[src/rtl/kwd_pkg.sv]
package kwd_pkg;
  localparam int CNT_W  = 8;
  localparam int SEL_W  = 3;
  localparam logic [7:0] KEY_CNT = 8'h5A;
  localparam logic [7:0] KEY_CTL = 8'hA5;

  typedef struct packed {
    logic             run;
    logic             wdog;
    logic             manual;
    logic             ovf;
    logic             rsv;
    logic [SEL_W-1:0] sel;
  } ctl_t;
endpackage

[src/rtl/kwd_prescaler.sv]
module kwd_prescaler #(
  parameter int BASE_LOG = 5,
  parameter int SEL_W    = 3
) (
  input  logic             clk,
  input  logic             rst,
  input  logic             en,
  input  logic [SEL_W-1:0] sel,
  output logic             tick
);
  localparam int NTAP  = 1 << SEL_W;
  localparam int PRE_W = BASE_LOG + NTAP - 1;

  logic [PRE_W-1:0] pre;
  logic [NTAP-1:0]  tap;

  always_ff @(posedge clk) begin
    if (rst || !en) pre <= '0;
    else            pre <= pre + 1'b1;
  end

  for (genvar g = 0; g < NTAP; g++) begin : g_tap
    assign tap[g] = &pre[BASE_LOG+g-1:0];
  end

  assign tick = en & tap[sel];
endmodule

[src/rtl/kwd_counter.sv]
module kwd_counter #(
  parameter int W = 8
) (
  input  logic         clk,
  input  logic         rst,
  input  logic         tick,
  input  logic         load,
  input  logic [W-1:0] load_val,
  output logic [W-1:0] cnt,
  output logic         wrap
);
  assign wrap = tick & (&cnt) & ~load;

  always_ff @(posedge clk) begin
    if (rst)       cnt <= '0;
    else if (load) cnt <= load_val;
    else if (tick) cnt <= cnt + 1'b1;
  end
endmodule

[src/rtl/kwd_top.sv]
module kwd_top
  import kwd_pkg::*;
#(
  parameter int BASE_LOG = 5
) (
  input  logic        clk,
  input  logic        rst,
  input  logic        wr_en,
  input  logic        wr_sel,
  input  logic [15:0] wr_data,
  input  logic        rd_sel,
  output logic [7:0]  rd_data,
  output logic        rst_req,
  output logic        rst_type,
  output logic        irq
);
  ctl_t             ctl_q, ctl_n;
  logic [CNT_W-1:0] cnt_q;
  logic             tick, wrap, cnt_wr, ctl_wr;

  assign cnt_wr = wr_en & ~wr_sel & (wr_data[15:8] == KEY_CNT);
  assign ctl_wr = wr_en &  wr_sel & (wr_data[15:8] == KEY_CTL);

  kwd_prescaler #(.BASE_LOG(BASE_LOG), .SEL_W(SEL_W)) u_pre (
    .clk(clk), .rst(rst), .en(ctl_q.run), .sel(ctl_q.sel), .tick(tick)
  );

  kwd_counter #(.W(CNT_W)) u_cnt (
    .clk(clk), .rst(rst), .tick(tick), .load(cnt_wr),
    .load_val(wr_data[CNT_W-1:0]), .cnt(cnt_q), .wrap(wrap)
  );

  always_comb begin
    ctl_n = ctl_q;
    if (ctl_wr) begin
      ctl_n.run    = wr_data[7];
      ctl_n.wdog   = wr_data[6];
      ctl_n.manual = wr_data[5];
      ctl_n.ovf    = ctl_q.ovf & wr_data[4];
      ctl_n.sel    = wr_data[SEL_W-1:0];
    end
    if (wrap) ctl_n.ovf = 1'b1;
    ctl_n.rsv = 1'b0;
  end

  always_ff @(posedge clk) begin
    if (rst) begin
      ctl_q    <= '0;
      rst_req  <= 1'b0;
      rst_type <= 1'b0;
      irq      <= 1'b0;
      rd_data  <= '0;
    end else begin
      ctl_q    <= ctl_n;
      rst_req  <= wrap & ctl_q.wdog;
      rst_type <= ctl_q.manual;
      irq      <= ctl_n.ovf & ~ctl_n.wdog;
      rd_data  <= rd_sel ? ctl_q : cnt_q;
    end
  end
endmodule

[config.mk]
export PLATFORM = sky130hd
export DESIGN_NAME = kwd_top
export DESIGN_NICKNAME = d
export VERILOG_FILES = /design/src/rtl/kwd_pkg.sv /design/src/rtl/kwd_prescaler.sv /design/src/rtl/kwd_counter.sv /design/src/rtl/kwd_top.sv
export SDC_FILE = /design/constraint.sdc
export NUM_CORES = 1
export LEC_CHECK = 0
export BUFFER_PORTS_ARGS = -buffer_cell sky130_fd_sc_hd__clkbuf_2
export CORE_UTILIZATION = 55
export CTS_CLUSTER_SIZE = 16
export DETAILED_ROUTE_END_ITERATION = 8
export PLACE_DENSITY = 0.78
export SKIP_CTS_REPAIR_TIMING = 1
export SLEW_MARGIN = 20
export SYNTH_ARGS = -nofsm -noshare
export SYNTH_HDL_FRONTEND = slang
export SYNTH_SLANG_ARGS = --single-unit
[constraint.sdc]
create_clock -name clk -period 3.1 [get_ports clk]
set_input_delay 0.155 -clock clk [delete_from_list [all_inputs] [get_ports clk]]
set_output_delay 0.155 -clock clk [all_outputs]
set_load 0.02 [all_outputs]
==> results.py, run 1 <==
metrics = {
    "sta": {
        "finalHoldViolations": 0,
        "slew_headroom": 0.426,
        "final.setup.worst_slack_ns": 0.733,
        "min_period_ns": 2.37,
        "fmax_ghz": 0.422,
        "setup_viol": 0,
        "timing.final.crit_share": 0.764,
        "worst_pin_slew_ns": 0.858,
        "worst_hold_slack_ns": 0.0499,
        "finalSetupTns_ns": 0,
        "rsz0062_at_grt": "no",
        "slew_violations": 0,
        "finClkSkew_ns": 0.0163,
    },
    "place": {
        "placed_cells": 275,
        "place_ws_ns": 0.730,
        "place_congestion": 0.867,
        "dp_hpwl_mm": 2.67,
        "port_buffers": 31,
    },
    "critical_path": {
        "arrival_ns": 2.61,
        "critical_path_required_ns": 3.34,
        "crit_fanout": 11,
        "crit_family": "compound AO/OA/AOI/OAI gates",
        "start_kind": "flip-flop",
        "cpPeakStageDelay_ns": 0.35,
        "cp_num_cells": 9,
        "r2r_cells": 9,
        "worstReg2RegEnd": "u_cnt.cnt[1]",
        "crit_top_cell": "ha_1",
        "timing.rr.start": "u_pre.pre[0]",
        "crit_path_cell_trace": "ha_1 -> and3_4 -> nand3_4 -> nor2_1 -> ha_1 -> a21boi_0 -> o41ai_4 -> and3_2 -> a311o_1",
        "critPathSlowestCell": "dfxtp_1",
        "worst-path-buf-inv": 0,
        "worstSetupPathType": "reg2reg",
        "regToRegSetupSlack_ns": 0.73,
        "critPathCaptureType": "flip-flop",
    },
    "power": {
        "seq_power_share": 0.520,
        "p_switching_uw": 189,
        "p_per_area_mw_per_mm2": 447,
        "pwr-share-comb": 0.042,
        "sw_frac_of_total": 0.199,
        "p_leak_uw": 0.000838,
        "p_int_uw": 762,
        "ir_drop_mv": 0.256,
        "clockPowerShare": 0.438,
    },
    "routing": {
        "met1_length_mm": 1.81,
        "final_antenna_net_count": 0,
        "drc": 0,
        "viasPerCell": 5.61,
        "first_pass_iters": 4,
        "top_layer": "met4",
        "wl_met2_mm": 1.64,
        "dr_wl_met3_um": 265,
        "vias": 1588,
        "wirelength_mm": 3.76,
        "dr.first_iter.drc_count": 80,
        "wl_per_cell_um": 13.3,
    },
    "cts": {
        "clock_path_buffers": 2,
        "h-tree-depth": 2,
        "clock_latency_ns": 0.34,
        "cts_buffers": 5,
        "cts_tree": "yes",
        "cts.clk_slew.worst_paths_ns": 0.12,
        "clock-sinks": 38,
        "cts_root_buf": "clkbuf_4",
    },
    "synthesis": {
        "yosys_most_used_dff": "dfxtp_1",
        "ys_seq_area_frac": 0.406,
        "syn-num-nets": 234,
        "syn_avg_cell_area_um2": 8.97,
        "ys_seq_elements": 38,
        "synth_cell_types": 45,
        "synthArstFlopShare": 0,
        "synth_warnings": 0,
        "syn_inst": 209,
        "synth_area_mm2": 0.00188,
        "synth_edf_count": 0,
    },
    "global_route": {
        "grt_pass1_vias": 1476,
        "antenna_found_initial": 0,
        "gr-total-overflow": 0,
        "grt_start_max_net_pins": 32,
        "grt_pass1_wl_mm": 6.52,
        "grtUsageTotal": 0.240,
    },
    "layout": {
        "post-route-util": 0.675,
        "fin_nets": 263,
        "final_layout_size_suffix_gt1_frac": 0.226,
        "syn2layout_area_growth_pct": 13.5,
        "diodes": 0,
        "fin_cells": 283,
    },
    "run": {
        "cap_violations": 0,
    },
    "die": {
        "die-width_um": 60.4,
        "fp.dieH_um": 60.4,
        "dieArea_mm2": 0.00365,
        "core_area_mm2": 0.00315,
        "ioPinCount": 32,
        "num_rows": 20,
        "initial_core_util": 0.595,
    },
    "hold_path": {
        "hold_start": "wr_data[3]",
        "hold_path_end": "u_cnt.cnt[3]",
        "hold_depth": 3,
        "hp-class": "in2reg",
    },
    "outcome": {
        "status": "finished, final reports clean",
    },
}
## power by group through the flow
stage / clock network, uW / logic, uW / registers, uW
final: 417 / 39.8 / 495
after global routing: 454 / 43.3 / 496
after CTS: 425 / 39.7 / 494
after detailed placement: 0 / 39.5 / 505
after global placement: 0 / 39.1 / 506
after floorplan: 0 / 22.9 / 505
## flip-flops by register name, indices dropped and copies added, names as in the netlist
name and flops:
u_pre.pre 12, ctl_q 7, u_cnt.cnt 8, rst_type 1
rst_req 1, irq 1, rd_data 8
## cells in the final DEF (no fill, tap or decap), drive strengths merged, types with 2 or more instances in the layout
cell / count
dfxtp: 38
clkbuf: 36
nor2: 31
nand2: 20
mux2i: 11
a21oi: 10
nand3: 9
inv: 6
xor2: 6
a31oi: 6
nand4: 6
and3: 6
nand2b: 4
nor2b: 4
a311o: 4
ha: 4
nor3: 3
a21boi: 3
nand3b: 3
o21ai: 2
and4bb: 2
nor4: 2
nor3b: 2
bufinv: 2
buf: 2
nor4bb: 2
or3: 2
mux2: 2
## synth_stat cells (2+ instances only)
cell type,n,share of area
nor2b_1,4,0.013
mux2i_1,11,0.059
nand3b_1,3,0.012
and4bb_2,2,0.013
dfxtp_1,38,0.41
nand3_1,8,0.021
and3_2,2,0.0080
nor4_1,2,0.0067
and3_1,3,0.010
nand2b_1,4,0.013
nor3b_1,2,0.0080
nand4_1,5,0.017
buf_6,4,0.024
o21ai_0,2,0.0053
inv_1,6,0.012
a31oi_1,6,0.020
a311o_1,4,0.021
nor3_1,3,0.0080
nor4bb_1,2,0.011
a21oi_1,10,0.027
nor2_1,31,0.062
xor2_1,6,0.028
nand2_1,20,0.040
clkbuf_1,4,0.0080
ha_1,4,0.027
buf_2,2,0.0053
a21boi_0,3,0.012
## cell type report
cell class | instances | area, um2
repair buffers | 33 | 170
inverters | 6 | 22.5
clock buffers | 5 | 37.5
flip-flops and latches | 38 | 761
clock inverters | 3 | 68.8
well taps | 44 | 55.1
fillers | 264 | 1020
multi-input cells | 154 | 1010
## stage by stage
stage               area [um2]  power (uW)
finish                    2130         952
global route              2130         993
CTS                       2130         959
detailed placement        2020         545
global placement          2020         545
floorplan                 1880         528
## worst max path at each step
stage	endpoint	start	slack [ns]
floorplan	u_cnt.cnt[1]	u_pre.pre[0]	0.88
global placement	u_cnt.cnt[1]	u_pre.pre[0]	0.80
detailed placement	u_cnt.cnt[1]	u_pre.pre[0]	0.73
CTS	u_cnt.cnt[1]	u_pre.pre[0]	0.72
global route	u_cnt.cnt[1]	u_pre.pre[0]	0.58
finish	u_cnt.cnt[1]	u_pre.pre[0]	0.73
## per-layer routing
layer  up-vias  global-route usage
met5         -                   0
met4         0               0.103
met3         5              0.0512
met2        69               0.350
met1       711               0.342
li1        803                   -
## worst min-delay path, delay by kind of cell
kind,cells,cell delay [ns]
simple gates,1,0.05
compound gates,1,0.08
buf+inv,1,0.08
## kinds of logic after synthesis
group	synth area share
and+or+nand+nor	0.284
DFF	0.406
AOI/OAI and AO/OA	0.121
adders and majority gates	0.0267
muxes	0.0727
xor gates and xnor gates	0.0327
buffers and inverters	0.0567
Note: power is estimated with default switching activity, not from simulation.
==> inputs of run 2 (changes only) <==
--- a/config.mk
+++ b/config.mk
@@ -6,10 +6,10 @@
 export NUM_CORES = 1
 export LEC_CHECK = 0
 export BUFFER_PORTS_ARGS = -buffer_cell sky130_fd_sc_hd__clkbuf_2
-export CORE_UTILIZATION = 55
+export CORE_UTILIZATION = 50
 export CTS_CLUSTER_SIZE = 16
 export DETAILED_ROUTE_END_ITERATION = 8
-export PLACE_DENSITY = 0.78
+export PLACE_DENSITY = 0.75
 export SKIP_CTS_REPAIR_TIMING = 1
 export SLEW_MARGIN = 20
 export SYNTH_ARGS = -nofsm -noshare
==> constraint.sdc (replaced) <==
create_clock -name clk -period 1.9 [get_ports clk]
set_input_delay 0.095 -clock clk [delete_from_list [all_inputs] [get_ports clk]]
set_output_delay 0.095 -clock clk [all_outputs]
set_load 0.02 [all_outputs]
==> run 2 against run 1 <==
  * The run now ends with setup timing left
  * Worst setup slack worse by 0.81 ns
  * Global-route usage decreased by 1.5 points
  * Final area rose by 7.3%
  * Register-to-register slack worse by 0.81 ns
  * Hold slack got worse by 0.024 ns
  * Via count is 3.4% higher
  * Critical endpoint is now u_cnt.cnt[0]
  * Utilization down 1.6 points
  * Clock-buffer cell count grew 1
  * Total power rose by 52%
  * Sequential share of layout area shrank 2.3 points
==> results.py, run 2 (synthesis gave the netlist of run 1 again) <==
metrics = {
    "cts": {
        "clock_latency_ns": 0.29,
        "clock_path_buffers": 2,
        "cts_tree": "yes",
        "cts_root_buf": "clkbuf_8",
        "h-tree-depth": 2,
        "cts_buffers": 5,
        "clock-sinks": 38,
        "cts.clk_slew.worst_paths_ns": 0.08,
    },
    "routing": {
        "drc": 0,
        "vias": 1642,
        "wirelength_mm": 4.06,
        "viasPerCell": 5.46,
        "final_antenna_net_count": 0,
        "wl_per_cell_um": 13.5,
        "first_pass_iters": 4,
        "dr.first_iter.drc_count": 115,
    },
    "power": {
        "seq_power_share": 0.556,
        "clockPowerShare": 0.396,
        "ir_drop_mv": 0.324,
        "p_int_uw": 1130,
        "p_per_area_mw_per_mm2": 634,
        "pwr-share-comb": 0.048,
        "p_leak_uw": 0.000913,
        "p_switching_uw": 324,
        "sw_frac_of_total": 0.223,
    },
    "critical_path": {
        "arrival_ns": 2.16,
        "worst-path-buf-inv": 1,
        "crit_path_cell_trace": "ha_4 -> and3_4 -> nand3_4 -> nor2_1 -> ha_2 -> a21boi_2 -> o41ai_4 -> buf_6 -> and3_4 -> a211o_1",
        "worstSetupPathType": "reg2reg",
        "crit_family": "simple AND/OR/NAND/NOR gates",
        "critical_path_required_ns": 2.08,
        "critPathCaptureType": "flip-flop",
        "crit_top_cell": "and3_4",
        "cpPeakStageDelay_ns": 0.34,
        "crit_fanout": 10,
        "critPathSlowestCell": "dfxtp_2",
        "start_kind": "flip-flop",
    },
    "layout": {
        "syn2layout_area_growth_pct": 21.9,
        "regMostFlops": "u_pre.pre",
        "final_common_cell": "dfxtp_1",
        "final_layout_size_suffix_gt1_frac": 0.294,
        "fillers": 313,
        "diodes": 0,
        "final_cell_mix": "36 x dfxtp_1, 31 x nor2_1, 31 x clkbuf_2",
        "post-route-util": 0.659,
        "reg.largest.list": "u_pre.pre x12, rd_data x8, u_cnt.cnt x8",
        "largest_register_ff_count": 12,
        "fin_nets": 279,
    },
    "global_route": {
        "antenna_found_initial": 0,
        "grtUsageTotal": 0.225,
        "gr-total-overflow": 0,
        "grt_pass1_wl_mm": 6.98,
        "grt_start_max_net_pins": 19,
        "grt_pass1_vias": 1506,
    },
    "hold_path": {
        "hp-class": "in2reg",
    },
    "outcome": {
        "violations": "setup timing",
        "status": "complete, but fails checks",
    },
    "die": {
        "dieArea_mm2": 0.00400,
        "ioPinCount": 32,
        "initial_core_util": 0.541,
        "fp.dieH_um": 63.2,
        "core_area_mm2": 0.00347,
        "die-width_um": 63.2,
        "num_rows": 21,
    },
    "sta": {
        "slew_violations": 0,
        "finClkSkew_ns": 0.00924,
        "slew_headroom": 0.679,
        "fmax_ghz": 0.507,
        "final.setup.worst_slack_ns": -0.0738,
        "finalHoldViolations": 0,
        "rsz0062_at_grt": "yes",
        "setup_viol": 6,
        "timing.final.crit_share": 1.04,
        "worst_pin_slew_ns": 0.482,
        "worst_hold_slack_ns": 0.0257,
        "min_period_ns": 1.97,
    },
    "run": {
        "cap_violations": 0,
    },
    "place": {
        "place_congestion": 0.839,
        "port_buffers": 31,
        "dp_hpwl_mm": 2.97,
    },
}
[run 2: cell types whose count changed in the layout (fill, tap and decap cells not counted), moves of 2 or more]
cell	before	now
buf_4	2	16
clkbuf_8	0	6
clkbuf_4	5	0
and3_2	2	0
and3_4	1	3
bufinv_16	2	0
dfxtp_1	38	36
dfxtp_2	0	2
ha_1	4	2
[run 2: layer usage]
metal | global-route usage | vias to the layer above | wire (um)
li1 | - | 831 | -
met1 | 0.309 | 733 | 1950
met2 | 0.337 | 68 | 1720
met3 | 0.0507 | 10 | 295
met4 | 0.0938 | 0 | 91
met5 | 0 | - | 0
[run 2: per-stage QoR]
step | area [um2] | setup slack, ns | TNS, ns | total power, uW | std cells
2_1_floorplan | 1910 | -0.0535 | -0.109 | 862 | 209
3_3_place_gp | 2180 | -0.124 | -0.512 | 893 | 292
3_5_place_dp | 2180 | -0.168 | -0.877 | 894 | 292
4_1_cts | 2270 | -0.174 | -0.949 | 1460 | 300
5_1_grt | 2290 | -0.145 | -1.07 | 1510 | 301
6_report | 2290 | -0.0738 | -0.400 | 1450 | 301
[run 2: worst paths after layout]
path	startpoint	end	depth (start not counted)	slack (ns)
max	u_pre.pre[1]	u_cnt.cnt[0]	10	-0.07
min	wr_data[3]	u_cnt.cnt[3]	3	0.03
max reg2reg	u_pre.pre[1]	u_cnt.cnt[0]	10	-0.07
min reg2reg	ctl_q[5]	rst_type	1	0.49
[run 2: cell type report]
type | instances | area, um2 | area share
Multi-Input combinational cell | 154 | 1040 | 0.455
Sequential cell | 38 | 763 | 0.334
Timing Repair Buffer | 49 | 307 | 0.134
Clock buffer | 6 | 82.6 | 0.0361
Tap cell | 46 | 57.6 | 0.0252
Inverter | 6 | 22.5 | 0.00985
Clock inverter | 2 | 12.5 | 0.00547
[run 2: worst min-delay path: stages]
cell,delay [ns]
clkbuf_2,0.08
nand2_1,0.04
o211ai_1,0.07
[run 2: power by group through the flow]
stage / combinational (uW) / sequential, uW / clock [uW]
CTS: 69.5 / 806 / 584
global placement: 68.0 / 825 / 0
finish: 69.6 / 806 / 574
detailed placement: 69.2 / 825 / 0
global route: 76.5 / 807 / 631
floorplan: 37.4 / 824 / 0
==> inputs of run 3 (changes only) <==
--- a/config.mk
+++ b/config.mk
@@ -5,11 +5,12 @@
 export SDC_FILE = /design/constraint.sdc
 export NUM_CORES = 1
 export LEC_CHECK = 0
-export BUFFER_PORTS_ARGS = -buffer_cell sky130_fd_sc_hd__clkbuf_2
-export CORE_UTILIZATION = 50
+export CORE_MARGIN = 10
+export CORE_UTILIZATION = 56
 export CTS_CLUSTER_SIZE = 16
 export DETAILED_ROUTE_END_ITERATION = 8
-export PLACE_DENSITY = 0.75
+export DONT_BUFFER_PORTS = 1
+export PLACE_DENSITY = 0.74
 export SKIP_CTS_REPAIR_TIMING = 1
 export SLEW_MARGIN = 20
 export SYNTH_ARGS = -nofsm -noshare
==> run 3 against run 2 <==
  * The run ends with hold timing, setup timing left
  * Register-to-register slack about the same
  * Die area is 52% higher
  * Clock power is 22% lower
  * Combinational power shrank 24%
  * First-iteration DRC count is 23% lower
  * Hold slack worse by 0.038 ns
  * Maximum frequency shrank 0.34%
  * Critical path depth unchanged
  * Sequential power barely moved
  * Total power down 9.7%
  * Critical path type unchanged
  * Largest cell class unchanged
==> results.py, run 3 (synthesis gave the netlist of run 1 again) <==
metrics = {
    "global_route": {
        "grt_pass1_vias": 1469,
        "antenna_found_initial": 0,
        "gr-total-overflow": 0,
        "grt_start_max_net_pins": 32,
        "grtUsageTotal": 0.140,
        "grt_pass1_wl_mm": 6.97,
    },
    "die": {
        "core_area_mm2": 0.00313,
        "fp.dieH_um": 77.9,
        "initial_core_util": 0.600,
        "dieArea_mm2": 0.00606,
        "num_rows": 20,
        "die-width_um": 77.9,
        "ioPinCount": 32,
    },
    "place": {
        "place_area_mm2": 0.00199,
        "place_congestion": 0.877,
        "dp_hpwl_mm": 3.17,
        "placed_cells": 255,
        "port_buffers": 0,
    },
    "critical_path": {
        "start_kind": "flip-flop",
        "crit_top_cell": "and3_4",
        "worstSetupPathType": "reg2reg",
        "critical_path_required_ns": 2.15,
        "critPathCaptureType": "flip-flop",
        "crit_path_cell_trace": "ha_4 -> and3_4 -> nand3_4 -> nor2_2 -> ha_2 -> a21boi_2 -> o41ai_4 -> buf_6 -> and3_4 -> a311o_1",
        "critPathSlowestCell": "dfxtp_2",
        "crit_fanout": 7,
        "arrival_ns": 2.23,
        "cpPeakStageDelay_ns": 0.35,
    },
    "routing": {
        "viasPerCell": 5.84,
        "first_pass_iters": 4,
        "vias": 1601,
        "drc": 0,
        "dr.first_iter.drc_count": 88,
        "wirelength_mm": 4.44,
        "final_antenna_net_count": 0,
        "wl_per_cell_um": 16.2,
    },
    "sta": {
        "finalHoldViolations": 2,
        "setup_viol": 6,
        "fmax_ghz": 0.505,
        "finClkSkew_ns": 0.00459,
        "min_period_ns": 1.98,
        "worst_pin_slew_ns": 0.781,
        "slew_violations": 0,
        "timing.final.crit_share": 1.04,
        "final.setup.worst_slack_ns": -0.0806,
        "slew_headroom": 0.478,
        "rsz0062_at_grt": "yes",
        "worst_hold_slack_ns": -0.0126,
    },
    "outcome": {
        "violations": "hold timing, setup timing",
        "status": "complete, but fails checks",
    },
    "layout": {
        "fin_area_mm2": 0.00217,
        "diodes": 0,
        "fillers": 247,
        "syn2layout_area_growth_pct": 15.9,
        "final_cell_mix": "36 x dfxtp_1, 30 x nor2_1, 20 x nand2_1",
        "regMostFlops": "u_pre.pre",
        "reg.largest.list": "u_pre.pre x12, rd_data x8, u_cnt.cnt x8",
        "fin_cells": 274,
        "final_common_cell": "dfxtp_1",
        "largest_register_ff_count": 12,
        "final_layout_size_suffix_gt1_frac": 0.187,
        "fin_nets": 254,
    },
    "power": {
        "p_per_area_mw_per_mm2": 603,
        "ir_drop_mv": 0.341,
        "p_leak_uw": 0.000790,
        "power.total_uw": 1310,
    },
    "cts": {
        "cts.clk_slew.worst_paths_ns": 0.11,
        "cts_buffers": 5,
        "clock_latency_ns": 0.35,
        "h-tree-depth": 2,
        "cts_tree": "yes",
        "cts_root_buf": "clkbuf_4",
        "clock_path_buffers": 2,
        "clock-sinks": 38,
    },
    "hold_path": {
        "hp-class": "in2reg",
    },
    "run": {
        "cap_violations": 0,
    },
}
run 3: changes by cell type in the layout (fill, tap and decap cells not counted):
cell           previous run  this run
buf_4                    16        13
nor4_2                    0         1
nor2_1                   31        30
nor4_1                    2         1
clkbuf_8                  6         1
nor2_2                    0         1
clkbuf_2                 31         0
clkbuf_4                  0         5
dlygate4sd3_1             0         9
run 3: critical path, delay by kind of cell, from the launching register on:
kind            cells  cell delay (ns)
compound gates      3             0.54
buf+inv             1             0.16
flops               1             0.35
fa+ha+maj           2             0.31
simple gates        4             0.52
run 3: final timing paths:
path,to,slack [ns],cells past startpoint,start
max reg2reg,u_cnt.cnt[2],-0.08,10,u_pre.pre[1]
max,u_cnt.cnt[2],-0.08,10,u_pre.pre[1]
min reg2reg,rst_type,0.50,1,ctl_q[5]
min,u_cnt.cnt[6],-0.01,2,rst
run 3: final cells by class:
type	count	area (um2)	share of cell area
multi-input cells	154	1050	0.483
flip-flops and latches	38	763	0.351
repair buffers	24	219	0.101
well taps	44	55.1	0.0253
clock buffers	6	51.3	0.0236
inverters	6	22.5	0.0104
clock inverters	2	12.5	0.00576
run 3: report_power, final:
group | internal (uW) | switching, uW
registers | 801 | 7.19
logic | 29.1 | 23.8
clock network | 178 | 271
total | 1010 | 302
run 3: metal layers:
| layer | global-route usage | wire length, um | vias to the layer above | part of all wire |
|---|---|---|---|---|
| met1 | 0.171 | 1940 | 739 | 0.44 |
| met3 | 0.0691 | 485 | 6 | 0.11 |
| met4 | 0.0547 | 63 | 0 | 0.014 |
| met5 | 0 | 0 | - | 0 |
| met2 | 0.207 | 1940 | 78 | 0.44 |
| li1 | - | - | 778 | - |
run 3: stage by stage:
step                      utilization  setup slack, ns  TNS, ns  hold slack (ns)
after CTS                       0.657           -0.153   -0.795           -0.207
after detailed placement        0.637           -0.143   -0.669            0.174
after global routing            0.695           -0.155    -1.01          0.00736
final                           0.695          -0.0806   -0.291          -0.0126
after global placement          0.637           -0.106   -0.402            0.172
after floorplan                     -          -0.0535   -0.109            0.221
